### src/rtl/tsv_repair_pkg.sv
package tsv_repair_pkg;

    typedef enum logic [1:0] {
        LINK_FULL   = 2'd0,
        LINK_SERIAL = 2'd1,
        LINK_DEAD   = 2'd2
    } link_state_e;

    function automatic link_state_e classify_link(input int good, input int n_bits, input int floor_cnt);
        if (good < floor_cnt)
            return LINK_DEAD;
        else if (good < n_bits)
            return LINK_SERIAL;
        else
            return LINK_FULL;
    endfunction

endpackage

### src/rtl/tsv_alloc_chain.sv
module tsv_alloc_chain #(
    parameter int N = 4,
    parameter int R = 1,
    localparam int W = N + R
) (
    input  logic [W-1:0]          fault_map,
    output logic [N-1:0][W-1:0]   wire_oh,
    output logic [N-1:0][W-1:0]   shift_oh
);

    logic [N:0][W-1:0] taken;
    assign taken[0] = '0;

    for (genvar i = 0; i < N; i++) begin : g_stage
        logic [W-1:0] avail;
        logic [W-1:0] pick;
        always_comb begin
            avail = ~fault_map & ~taken[i] & ({W{1'b1}} << i);
            pick  = avail & (~avail + 1'b1);
        end
        assign wire_oh[i]  = pick;
        assign shift_oh[i] = pick >> i;
        assign taken[i+1]  = taken[i] | pick;

        always_comb begin
            assert_sel_onehot_R3: assert ($onehot0(shift_oh[i]))
                else $error("select of input %0d not one-hot", i);
        end
    end

endmodule

### src/rtl/tsv_tx_switch.sv
module tsv_tx_switch #(
    parameter int N = 4,
    parameter int R = 1,
    localparam int W = N + R
) (
    input  logic [N-1:0]          din,
    input  logic [N-1:0][W-1:0]   wire_oh,
    output logic [W-1:0]          wires
);

    logic [W-1:0] used;

    always_comb begin
        wires = '0;
        used  = '0;
        for (int i = 0; i < N; i++) begin
            wires = wires | (wire_oh[i] & {W{din[i]}});
            used  = used | wire_oh[i];
        end
    end

    always_comb begin
        assert_unused_low_R8: assert ((wires & ~used) == '0)
            else $error("unused wire driven");
    end

endmodule

### src/rtl/tsv_rx_switch.sv
module tsv_rx_switch #(
    parameter int N = 4,
    parameter int R = 1,
    localparam int W = N + R
) (
    input  logic [W-1:0]          wires,
    input  logic [N-1:0][W-1:0]   wire_oh,
    output logic [N-1:0]          dout
);

    for (genvar i = 0; i < N; i++) begin : g_out
        assign dout[i] = |(wire_oh[i] & wires);
    end

endmodule

### src/rtl/tsv_link_health.sv
module tsv_link_health
    import tsv_repair_pkg::*;
#(
    parameter int N    = 4,
    parameter int R    = 1,
    parameter int MLIM = 2,
    localparam int W  = N + R,
    localparam int CW = $clog2(W + 1)
) (
    input  logic [W-1:0]  fault_map,
    output logic [CW-1:0] good_count,
    output logic          ser_needed,
    output logic          link_failed
);

    link_state_e state;

    always_comb begin
        good_count = '0;
        for (int j = 0; j < W; j++)
            good_count = good_count + CW'(!fault_map[j]);
        state       = classify_link(int'(good_count), N, MLIM);
        ser_needed  = (state == LINK_SERIAL);
        link_failed = (state == LINK_DEAD);
    end

    always_comb begin
        assert_flags_excl_R7: assert (!(ser_needed && link_failed))
            else $error("both link flags set");
    end

endmodule

### src/rtl/tsv_repair_xbar.sv
module tsv_repair_xbar
    import tsv_repair_pkg::*;
#(
    parameter int N    = 4,
    parameter int R    = 1,
    parameter int MLIM = 2,
    localparam int W  = N + R,
    localparam int CW = $clog2(W + 1)
) (
    input  logic [W-1:0]    fault_map,
    input  logic [N-1:0]    tx_data,
    output logic [W-1:0]    tx_wires,
    input  logic [W-1:0]    rx_wires,
    output logic [N-1:0]    rx_data,
    output logic [N*W-1:0]  shift_sel,
    output logic [CW-1:0]   good_count,
    output logic            ser_needed,
    output logic            link_failed
);

    logic [N-1:0][W-1:0] wire_oh;
    logic [N-1:0][W-1:0] shift_oh;

    tsv_alloc_chain #(.N(N), .R(R)) u_chain (
        .fault_map (fault_map),
        .wire_oh   (wire_oh),
        .shift_oh  (shift_oh)
    );

    tsv_tx_switch #(.N(N), .R(R)) u_tx (
        .din     (tx_data),
        .wire_oh (wire_oh),
        .wires   (tx_wires)
    );

    tsv_rx_switch #(.N(N), .R(R)) u_rx (
        .wires   (rx_wires),
        .wire_oh (wire_oh),
        .dout    (rx_data)
    );

    tsv_link_health #(.N(N), .R(R), .MLIM(MLIM)) u_health (
        .fault_map   (fault_map),
        .good_count  (good_count),
        .ser_needed  (ser_needed),
        .link_failed (link_failed)
    );

    assign shift_sel = shift_oh;

    always_comb begin
        int placed;
        placed = 0;
        for (int i = 0; i < N; i++)
            placed += (shift_oh[i] != '0) ? 1 : 0;
        assert_no_faulty_drive_R2: assert ((tx_wires & fault_map) == '0)
            else $error("faulty wire driven");
        assert_placed_count_R4: assert (placed == ((int'(good_count) < N) ? int'(good_count) : N))
            else $error("placed count %0d wrong", placed);
        if (!link_failed) begin
            for (int i = 0; i < MLIM && i < N; i++)
                assert_ctrl_placed_R5: assert (shift_oh[i] != '0)
                    else $error("low input %0d unplaced", i);
        end
    end

endmodule

### config.mk
export PLATFORM = sky130hd
export DESIGN_NAME = tsv_repair_xbar
export DESIGN_NICKNAME = d
export VERILOG_FILES = /design/src/rtl/tsv_repair_pkg.sv /design/src/rtl/tsv_alloc_chain.sv /design/src/rtl/tsv_tx_switch.sv /design/src/rtl/tsv_rx_switch.sv /design/src/rtl/tsv_link_health.sv /design/src/rtl/tsv_repair_xbar.sv
export SDC_FILE = /design/constraint.sdc
export NUM_CORES = 1
export LEC_CHECK = 0
export BUFFER_PORTS_ARGS = -buffer_cell sky130_fd_sc_hd__buf_2
export CAP_MARGIN = 20
export CORE_MARGIN = 4
export CORE_UTILIZATION = 44
export DETAILED_ROUTE_END_ITERATION = 8
export PLACE_DENSITY_LB_ADDON = 0.08
export SYNTH_ARGS = -nofsm -noshare
export SYNTH_HDL_FRONTEND = slang
export SYNTH_SLANG_ARGS = --single-unit
### constraint.sdc
create_clock -name vclk -period 5.1
set_input_delay 0.765 -clock vclk [all_inputs]
set_output_delay 0.765 -clock vclk [all_outputs]
set_load 0.01 [all_outputs]
==> results of run 1 <==
cells by family after synthesis:
| family | count (synthesis) | share of synthesized area |
|---|---|---|
| XOR/XNOR | 2 | 0.02840 |
| multiplexers | 1 | 0.01623 |
| buffers and inverters | 20 | 0.1866 |
| adder cells (fa/ha/maj) | 6 | 0.1461 |
| AO/OA/AOI/OAI | 26 | 0.3347 |
| AND/OR/NAND/NOR | 33 | 0.2820 |
| other | 1 | 0.006079 |
cell type report:
cell class         count  share of cell area
inverters              7             0.03387
multi-input cells     74              0.6710
well taps             15             0.02419
repair buffers        42              0.2710
worst max-delay path: cells and delay by family:
kind	cells	cell delay, ps
buf+inv	3	350
fa+ha+maj	4	1470
simple gates	1	130
cell usage after synthesis:
master and n:
sky130_fd_sc_hd__fa_1 2, sky130_fd_sc_hd__buf_2 5, sky130_fd_sc_hd__nor2b_1 4, sky130_fd_sc_hd__o221ai_1 1, sky130_fd_sc_hd__and3_1 1, sky130_fd_sc_hd__o21ai_0 4
sky130_fd_sc_hd__and4_1 1, sky130_fd_sc_hd__a32oi_1 2, sky130_fd_sc_hd__and2_1 1, sky130_fd_sc_hd__o22a_1 1, sky130_fd_sc_hd__inv_1 6, sky130_fd_sc_hd__o31ai_1 2
sky130_fd_sc_hd__inv_2 1, sky130_fd_sc_hd__a2111oi_4 1, sky130_fd_sc_hd__o22ai_1 1, sky130_fd_sc_hd__nand3b_1 1, sky130_fd_sc_hd__ha_1 4, sky130_fd_sc_hd__o21a_1 1
sky130_fd_sc_hd__nor2_1 8, sky130_fd_sc_hd__buf_6 1, sky130_fd_sc_hd__or2_0 1, sky130_fd_sc_hd__a21oi_1 5, sky130_fd_sc_hd__buf_4 7, sky130_fd_sc_hd__and2_4 1
sky130_fd_sc_hd__nor3_1 4, sky130_fd_sc_hd__nand2b_1 2, sky130_fd_sc_hd__nand3_1 1, sky130_fd_sc_hd__mux2i_1 1, sky130_fd_sc_hd__nand2_1 7, sky130_fd_sc_hd__xor2_1 2
sky130_fd_sc_hd__a22o_1 2, sky130_fd_sc_hd__a221o_1 1, sky130_fd_sc_hd__and3_4 1, sky130_fd_sc_hd__a31oi_1 2, sky130_fd_sc_hd__conb_1 1, sky130_fd_sc_hd__a222oi_1 3
per-stage QoR:
step	setup WS (ps)	hold WS, ps	cell area, um2	instances
detailed placement	1606	1847	775.7	138
global route	1466	1863	775.7	138
floorplan	1673	1574	635.6	94
finish	1611	1850	775.7	138
global placement	1676	1847	775.7	138
CTS	1601	1849	775.7	138
power by group through the flow:
stage / clock network, W / registers [W] / logic [W]
global placement: 0 / 0 / 0.0000904
detailed placement: 0 / 0 / 0.0000925
finish: 0 / 0 / 0.0000923
floorplan: 0 / 0 / 0.0000637
CTS: 0 / 0 / 0.0000928
global route: 0 / 0 / 0.000102
worst max path at each step:
| stage | startpoint | to | slack [ps] | cells after the start |
|---|---|---|---|---|
| 6_report | fault_map[0] | ser_needed | 1610 | 8 |
| 5_1_grt | fault_map[0] | tx_wires[4] | 1470 | 8 |
| 4_1_cts | fault_map[0] | ser_needed | 1600 | 8 |
| 3_5_place_dp | fault_map[0] | ser_needed | 1610 | 8 |
| 3_3_place_gp | fault_map[0] | ser_needed | 1680 | 8 |
| 2_1_floorplan | fault_map[2] | ser_needed | 1670 | 7 |
metal layers:
metal  track usage  up-vias  wire length [um]
met5             0        -                 0
met4       0.01754        0                 0
met3      0.007905        0               255
met2        0.2953       52               858
met1        0.2749      335               796
li1              -      380                 -
==> results.txt, run 1 <==
----------------------------------------------------
[Routing]
  Vias per cell ... 5.558
  Residual DRC count ... 0
  Number of nets with antenna violations after detailed routing ... 0
  Average routed wire per standard cell ... 13.84 um
  Number of violations reported at the end of detailed-routing iteration 0 ... 50
  DR pass1 iterations ... 4
  Total via count in the routed design ... 767
  Routed WL ... 1.910 mm

[Power]
  Leakage power total ... 0.4250 nW
  Sw Share ... 0.5846
  Total chip power ... 0.00009225 W
  Internal power contribution ... 0.00003832 W
  Power Dens Cells ... 118.9 mW/mm2
  Worst supply voltage drop on vdd ... 0.00005251 V
  Switching power of the nets ... 0.00005393 W
  Reg power frac ... 0
  Clk network pwr share ... 0
  Comb pwr share ... 1.000

[Timing]
  Number of setup violations in the final report ... 0
  Count of pins over their slew limit ... 0
  Tightest Pin Transition ... 717.6 ps
  Relative max-transition margin ... 0.5216
  Share of the clock period used by the worst path after layout ... 0.6841
  FMAX ... 286.6 MHz
  Final hold violation count ... 0
  Shortest period the worst path allows ... 3489 ps
  Unrepaired setup endpoints after global routing ... no
  Total negative slack ... 0 ps

[Synthesis]
  Yosys top cell area share ... 0.08519
  Synth area leader ... sky130_fd_sc_hd__buf_4
  Mean cell area of the mapped netlist ... 6.931 um2
  Number of distinct library cell variants in the gate-level netlist after synthesis ... 36
  Post-Synthesis Cell Area ... 616.8 um2
  Top area cells in the synthesized netlist ... sky130_fd_sc_hd__buf_4 (8.5%), sky130_fd_sc_hd__ha_1 (8.1%), sky130_fd_sc_hd__fa_1 (6.5%), sky130_fd_sc_hd__a222oi_1 (4.9%), sky130_fd_sc_hd__nor2_1 (4.9%)
  Syn Inst Count ... 89
  Fraction of the yosys area taken by sequential cells ... 0
  Yosys synthesis warning count ... 0

[Setup path]
  Largest stage delay, worst path ... 520 ps
  CP max stage cell ... sky130_fd_sc_hd__fa_1
  CP Launch Type ... primary input
  Critical Path AT ... 2720 ps
  CP Max Fanout ... 7
  Setup crit end kind ... output pin
  Required arrival time at the worst endpoint ... 4340 ps
  Worst setup path category ... primary input to output pin
  Cells along the critical path ... buf_2 > inv_1 > ha_1 > fa_1 > ha_1 > fa_1 > nor2b_1 > buf_2

[Worst hold path]
  Hold worst-path end ... shift_sel[12]
  Hold depth ... 3
  HP Class ... primary input to output pin
  Origin of the worst min-delay path ... fault_map[4]

[GRT]
  Overflow after GRT ... 0
  Number of global-route vias before repair ... 614
  Pin count of the biggest net entering global routing ... 20
  Number of antenna violations at the first check in global routing ... 0
  Global routing usage summed across all routing layers ... 0.1831
  First-pass GRT wire length ... 2.925 mm

[Final layout]
  Commonest non-fill, non-tap cell in the layout ... sky130_fd_sc_hd__buf_2
  Commonest non-fill, non-tap cells in the layout ... sky130_fd_sc_hd__buf_2 (42), sky130_fd_sc_hd__nor2_1 (8), sky130_fd_sc_hd__nand2_1 (7)
  Area overhead of the layout relative to synthesis ... 25.76%
  Fraction of layout cells with a size suffix above 1 ... 0.3740
  Area used by multi-input combinational logic ... 520.5 um2
  Inserted Diodes ... 0
  Final sequential cell count ... 0
  Clock buffer cells ... 0
  Fraction of the core area covered by cells at the end of the flow ... 0.5888
  Fill cell count ... 134
  Number of nets in the finished design ... 145
  Combined flip-flop and latch cell area ... 0 um2

[Outcome]
  Run status ... completed

[Die]
  Total die area ... 0.002065 mm2
  Vertical die dimension ... 45.44 um
  Cell Rows ... 13
  Initial Util ... 0.4682
  Die boundary width ... 45.44 um
  Core box area ... 0.001318 mm2
  Top Ports ... 48

[Placement]
  Post-DP HPWL ... 1.562 mm
  Buffers added on ports ... 42
  Final estimated routing congestion in global placement ... 0.8499

[Clock network]
  Postcts setup bufs ... 0
  CTS Hold Buffers Added ... 0
  Number of gates resized after cts ... 0

[Job]
  Max-cap violations ... 0

----------------------------------------------------
Power figures use the tool's default switching activity.
==> run 2: changes to the inputs <==
--- a/config.mk
+++ b/config.mk
@@ -8,7 +8,7 @@
 export BUFFER_PORTS_ARGS = -buffer_cell sky130_fd_sc_hd__buf_2
 export CAP_MARGIN = 20
 export CORE_MARGIN = 4
-export CORE_UTILIZATION = 44
+export CORE_UTILIZATION = 38
 export DETAILED_ROUTE_END_ITERATION = 8
 export PLACE_DENSITY_LB_ADDON = 0.08
 export SYNTH_ARGS = -nofsm -noshare
==> constraint.sdc (replaced) <==
create_clock -name vclk -period 2.84
set_input_delay 0.426 -clock vclk [all_inputs]
set_output_delay 0.426 -clock vclk [all_outputs]
set_load 0.01 [all_outputs]
==> run 2 against run 1 <==
Net effect: worst hold slack got worse by 700 ps; non-clock buffer count rose by 4; utilization fell by 5.8 points; largest power group unchanged.
==> results.txt, run 2 (synthesized netlist as in run 1, its figures left out) <==
----------------------------------------------------
[Outcome]
  Run status ... completed

[Power]
  Power Dens Cells ... 212.4 mW/mm2
  Worst supply voltage drop on vdd ... 0.0001075 V
  Leakage power total ... 0.4460 nW

[Setup path]
  Largest stage delay, worst path ... 510 ps
  CP Launch Type ... primary input
  CP Max Fanout ... 3
  Setup crit end kind ... output pin
  Worst setup path category ... primary input to output pin
  Cell family contributing the most delay on the critical path ... adder cells
  Critical Path AT ... 2300 ps
  Required arrival time at the worst endpoint ... 2410 ps
  CP max stage cell ... sky130_fd_sc_hd__fa_1
  Cells along the critical path ... buf_2 > inv_1 > ha_1 > fa_1 > ha_1 > fa_1 > nor2b_2 > buf_2
  CP bufs+invs ... 3

[GRT]
  Number of antenna violations at the first check in global routing ... 0
  Global routing usage summed across all routing layers ... 0.1652
  Number of global-route vias before repair ... 614
  Pin count of the biggest net entering global routing ... 18
  Overflow after GRT ... 0
  First-pass GRT wire length ... 2.835 mm

[Final layout]
  Area overhead of the layout relative to synthesis ... 31.24%
  Combined flip-flop and latch cell area ... 0 um2
  Fraction of layout cells with a size suffix above 1 ... 0.4016
  Number of nets in the finished design ... 149
  Inserted Diodes ... 0
  Final sequential cell count ... 0
  Commonest non-fill, non-tap cell in the layout ... sky130_fd_sc_hd__buf_2
  Area used by multi-input combinational logic ... 523.0 um2
  Commonest non-fill, non-tap cells in the layout ... sky130_fd_sc_hd__buf_2 (42), sky130_fd_sc_hd__nor2_1 (8), sky130_fd_sc_hd__nand2_1 (7)
  Fraction of the core area covered by cells at the end of the flow ... 0.5312
  Fill cell count ... 176
  Clock buffer cells ... 0

[Timing]
  Count of pins over their slew limit ... 0
  Total negative slack ... 0 ps
  Share of the clock period used by the worst path after layout ... 0.9609
  Shortest period the worst path allows ... 2729 ps
  FMAX ... 366.4 MHz
  Unrepaired setup endpoints after global routing ... no
  Final hold violation count ... 0
  Number of setup violations in the final report ... 0

[Routing]
  Number of nets with antenna violations after detailed routing ... 0
  Average routed wire per standard cell ... 13.70 um
  Total via count in the routed design ... 802
  Routed WL ... 1.959 mm
  Vias per cell ... 5.608
  DR pass1 iterations ... 4
  Residual DRC count ... 0
  Number of violations reported at the end of detailed-routing iteration 0 ... 33

[Worst hold path]
  HP Class ... primary input to output pin

[Die]
  Initial Util ... 0.4048
  Total die area ... 0.002332 mm2
  Core box area ... 0.001524 mm2
  Cell Rows ... 14
  Die boundary width ... 48.29 um
  Vertical die dimension ... 48.29 um
  Top Ports ... 48

[Placement]
  Buffers added on ports ... 42
  Final estimated routing congestion in global placement ... 0.7959
  Post-DP HPWL ... 1.606 mm

[Job]
  Max-cap violations ... 0

[Clock network]
  CTS Hold Buffers Added ... 0

----------------------------------------------------
==> run 2: changes by cell type in the layout (fill, tap and decap cells not counted) <==
cell,delta
sky130_fd_sc_hd__nor2b_2,+1
sky130_fd_sc_hd__nor2b_1,-1
sky130_fd_sc_hd__buf_4,+4
==> run 2: tightest hold or removal path, delay by kind of cell <==
family / cells / cell delay, ps
buf+inv: 3 / 300
==> run 2: routing by layer <==
layer / share of wire / wire [um] / global-route usage / up-vias
li1: - / - / - / 388
met1: 0.45 / 879 / 0.2582 / 375
met2: 0.45 / 874 / 0.2604 / 39
met3: 0.10 / 205 / 0 / 0
met4: 0 / 0 / 0.01613 / 0
met5: 0 / 0 / 0 / -
==> run 2: what timing repair did <==
action | CTS | global route
endpoints found under the setup margin | 0 | 1
buffers inserted | 0 | 0
resized for setup | 0 | 1
==> run 2: area by class of cell <==
class / count / area share
repair buffers: 46 / 0.2968
multi-input cells: 74 / 0.6461
well taps: 16 / 0.02473
inverters: 7 / 0.03246
==> run 2: where the power goes <==
group	internal (W)	switching [W]	total (W)	leakage (nW)
clock	0	0	0	0
combinational	0.0000735	0.0000984	0.000172	0.446
sequential	0	0	0	0
total	0.0000735	0.0000984	0.000172	0.446
==> run 2: metrics by stage <==
step / power (W) / cells / instance area (um2) / setup WS [ps] / hold WS (ps)
global route: 0.0001900 / 143 / 809.5 / 2.599 / 1179
floorplan: 0.0001145 / 94 / 635.6 / 91.25 / 896.1
global placement: 0.0001685 / 143 / 807.0 / 160.0 / 1140
CTS: 0.0001704 / 143 / 807.0 / 109.1 / 1150
finish: 0.0001720 / 143 / 809.5 / 111.0 / 1145
detailed placement: 0.0001695 / 143 / 807.0 / 122.2 / 1150
==> run 2: final timing paths <==
| path | startpoint | to | slack, ps | cells past startpoint |
|---|---|---|---|---|
| worst max-delay path | fault_map[0] | ser_needed | 110 | 8 |
| worst min-delay path | fault_map[0] | shift_sel[0] | 1140 | 3 |
==> run 3: changes to the inputs <==
--- a/config.mk
+++ b/config.mk
@@ -8,9 +8,10 @@
 export BUFFER_PORTS_ARGS = -buffer_cell sky130_fd_sc_hd__buf_2
 export CAP_MARGIN = 20
 export CORE_MARGIN = 4
-export CORE_UTILIZATION = 38
+export CORE_UTILIZATION = 39
 export DETAILED_ROUTE_END_ITERATION = 8
-export PLACE_DENSITY_LB_ADDON = 0.08
+export PLACE_DENSITY = 0.89
 export SYNTH_ARGS = -nofsm -noshare
 export SYNTH_HDL_FRONTEND = slang
+export SYNTH_HIERARCHICAL = 1
 export SYNTH_SLANG_ARGS = --single-unit
==> run 3 against run 2 <==
Net effect: cell area fell by 11%; via count shrank 2.9%; synthesized cell count grew 13%; critical path type unchanged; critical endpoint unchanged; largest cell class unchanged; largest power group unchanged; highest routed layer unchanged.
==> results.txt, run 3 <==
----------------------------------------------------
[Setup path]
  Setup crit end kind ... output pin
  Worst setup path category ... primary input to output pin
  Cell family contributing the most delay on the critical path ... adder cells
  Largest stage delay, worst path ... 520 ps
  CP Launch Type ... primary input
  Critical Path AT ... 2230 ps
  CP max stage cell ... sky130_fd_sc_hd__fa_1
  Required arrival time at the worst endpoint ... 2410 ps
  CP bufs+invs ... 3
  CP Max Fanout ... 13
  Cells along the critical path ... buf_2 > inv_1 > fa_1 > ha_1 > fa_1 > nor2b_2 > buf_2

[GRT]
  Number of antenna violations at the first check in global routing ... 0
  Global routing usage summed across all routing layers ... 0.1433
  First-pass GRT wire length ... 3.022 mm
  Overflow after GRT ... 0
  Pin count of the biggest net entering global routing ... 14
  Number of global-route vias before repair ... 700

[Placement]
  Final estimated routing congestion in global placement ... 0.9101
  Instance count after placement with tap cells included ... 140
  Post-DP HPWL ... 1.485 mm
  Buffers added on ports ... 42

[Timing]
  Shortest period the worst path allows ... 2654 ps
  Unrepaired setup endpoints after global routing ... no
  Final hold violation count ... 0
  Share of the clock period used by the worst path after layout ... 0.9343
  Number of setup violations in the final report ... 0
  Relative max-transition margin ... 0.6336
  Total negative slack ... 0 ps
  Count of pins over their slew limit ... 0
  Tightest Pin Transition ... 544.5 ps
  FMAX ... 376.9 MHz

[Power]
  Sw Share ... 0.5958
  Power Dens Cells ... 217.2 mW/mm2
  Worst supply voltage drop on vdd ... 0.0001413 V
  Clk network pwr share ... 0
  Leakage power total ... 0.4213 nW
  Reg power frac ... 0
  Switching power of the nets ... 0.00009276 W
  Comb pwr share ... 1.000
  Internal power contribution ... 0.00006292 W

[Synthesis]
  Fraction of the yosys area taken by sequential cells ... 0
  Top area cells in the synthesized netlist ... sky130_fd_sc_hd__buf_4 (33%), sky130_fd_sc_hd__a22oi_1 (16%), sky130_fd_sc_hd__nand2_1 (7.3%), sky130_fd_sc_hd__a222oi_1 (6.0%), sky130_fd_sc_hd__fa_1 (6.0%)
  Post-Synthesis Cell Area ... 668.1 um2
  Number of distinct library cell variants in the gate-level netlist after synthesis ... 22
  Yosys synthesis warning count ... 6
  Most used standard cell by instance count after synthesis ... sky130_fd_sc_hd__buf_4
  Most numerous cell types in the synthesized netlist ... sky130_fd_sc_hd__buf_4 (29), sky130_fd_sc_hd__a22oi_1 (14), sky130_fd_sc_hd__nand2_1 (13)
  Syn Inst Count ... 101
  Yosys top cell area share ... 0.3258
  Mean cell area of the mapped netlist ... 6.615 um2
  Synth area leader ... sky130_fd_sc_hd__buf_4

[Routing]
  Number of violations reported at the end of detailed-routing iteration 0 ... 28
  Routed WL ... 1.827 mm
  Number of nets with antenna violations after detailed routing ... 0
  Residual DRC count ... 0
  Total via count in the routed design ... 779
  Average routed wire per standard cell ... 13.05 um
  Vias per cell ... 5.564
  DR pass1 iterations ... 4

[Final layout]
  Commonest non-fill, non-tap cell in the layout ... sky130_fd_sc_hd__buf_2
  Number of nets in the finished design ... 144
  Commonest non-fill, non-tap cells in the layout ... sky130_fd_sc_hd__buf_2 (42), sky130_fd_sc_hd__a22oi_1 (14), sky130_fd_sc_hd__nand2_1 (13)
  Final sequential cell count ... 0
  Inserted Diodes ... 0
  Clock buffer cells ... 0
  Combined flip-flop and latch cell area ... 0 um2
  Fraction of layout cells with a size suffix above 1 ... 0.3468
  Count of non-filler cells in the finished layout ... 140
  Fill cell count ... 170
  Area overhead of the layout relative to synthesis ... 7.303%

[Die]
  Total die area ... 0.002439 mm2
  Initial Util ... 0.4286
  Cell Rows ... 14
  Vertical die dimension ... 49.39 um
  Die boundary width ... 49.39 um
  Core box area ... 0.001559 mm2
  Top Ports ... 48

[Worst hold path]
  Hold worst-path end ... shift_sel[8]
  HP Class ... primary input to output pin
  Hold depth ... 3
  Origin of the worst min-delay path ... fault_map[4]

[Outcome]
  Run status ... completed

[Clock network]
  Postcts setup bufs ... 0
  Number of gates resized after cts ... 0
  CTS Hold Buffers Added ... 0

[Job]
  Max-cap violations ... 0

----------------------------------------------------
[run 3: cell types whose count changed after synthesis, sizes merged, moves of 3 or more]
| cell | previous run | this run |
|---|---|---|
| a22oi | 0 | 14 |
| nand3 | 1 | 4 |
| nor2b | 4 | 1 |
| buf | 13 | 30 |
| nand2 | 7 | 13 |
[run 3: final cells by class]
| cell class | count | area [um2] | area share |
|---|---|---|---|
| multi-input cells | 76 | 464.2 | 0.6475 |
| repair buffers | 42 | 210.2 | 0.2932 |
| inverters | 6 | 22.52 | 0.03141 |
| well taps | 16 | 20.02 | 0.02792 |
[run 3: kinds of logic after synthesis]
group | count (synthesis) | synth area share
other | 1 | 0.005613
buffers and inverters | 36 | 0.3670
and+or+nand+nor | 31 | 0.2135
xor gates and xnor gates | 2 | 0.02622
AOI/OAI and AO/OA | 27 | 0.2903
adders and majority gates | 4 | 0.09737
[run 3: worst max-delay path by stage]
| stage | from | end | slack [ps] | cells after the start |
|---|---|---|---|---|
| 3_5_place_dp | fault_map[2] | ser_needed | 210 | 7 |
| 2_1_floorplan | fault_map[2] | ser_needed | 520 | 5 |
| 3_3_place_gp | fault_map[2] | ser_needed | 240 | 7 |
| 4_1_cts | fault_map[2] | ser_needed | 180 | 7 |
| 6_report | fault_map[2] | ser_needed | 190 | 7 |
| 5_1_grt | fault_map[2] | ser_needed | 40 | 7 |
[run 3: through the flow]
| stage | cell area, um2 | setup slack, ps | power (W) | util | hold WS [ps] |
|---|---|---|---|---|---|
| floorplan | 709.4 | 516.4 | 0.0001199 | - | 903.5 |
| finish | 716.9 | 186.5 | 0.0001557 | 0.4599 | 1198 |
| detailed placement | 716.9 | 208.1 | 0.0001537 | 0.4599 | 1195 |
| global route | 716.9 | 43.32 | 0.0001746 | 0.4599 | 1234 |
| global placement | 716.9 | 240.4 | 0.0001505 | 0.4599 | 1197 |
| CTS | 716.9 | 177.6 | 0.0001552 | 0.4599 | 1196 |
[run 3: worst min-delay path: stages]
cell,delay (ps)
sky130_fd_sc_hd__buf_2,120
sky130_fd_sc_hd__a21oi_1,80
sky130_fd_sc_hd__buf_2,140
[run 3: power by group through the flow]
stage | Combinational [W] | Clock (W) | Sequential, W
after CTS | 0.000155 | 0 | 0
after detailed placement | 0.000154 | 0 | 0
after floorplan | 0.000120 | 0 | 0
after global placement | 0.000151 | 0 | 0
final | 0.000156 | 0 | 0
after global routing | 0.000175 | 0 | 0
[run 3: routing by layer]
metal,track usage,wire length [um],vias to the layer above,share of wire
met5,0,0,-,0
met4,0.004608,0,0,0
met3,0.03670,234,0,0.13
met2,0.2656,839,45,0.46
met1,0.1727,753,367,0.41
li1,-,-,367,-
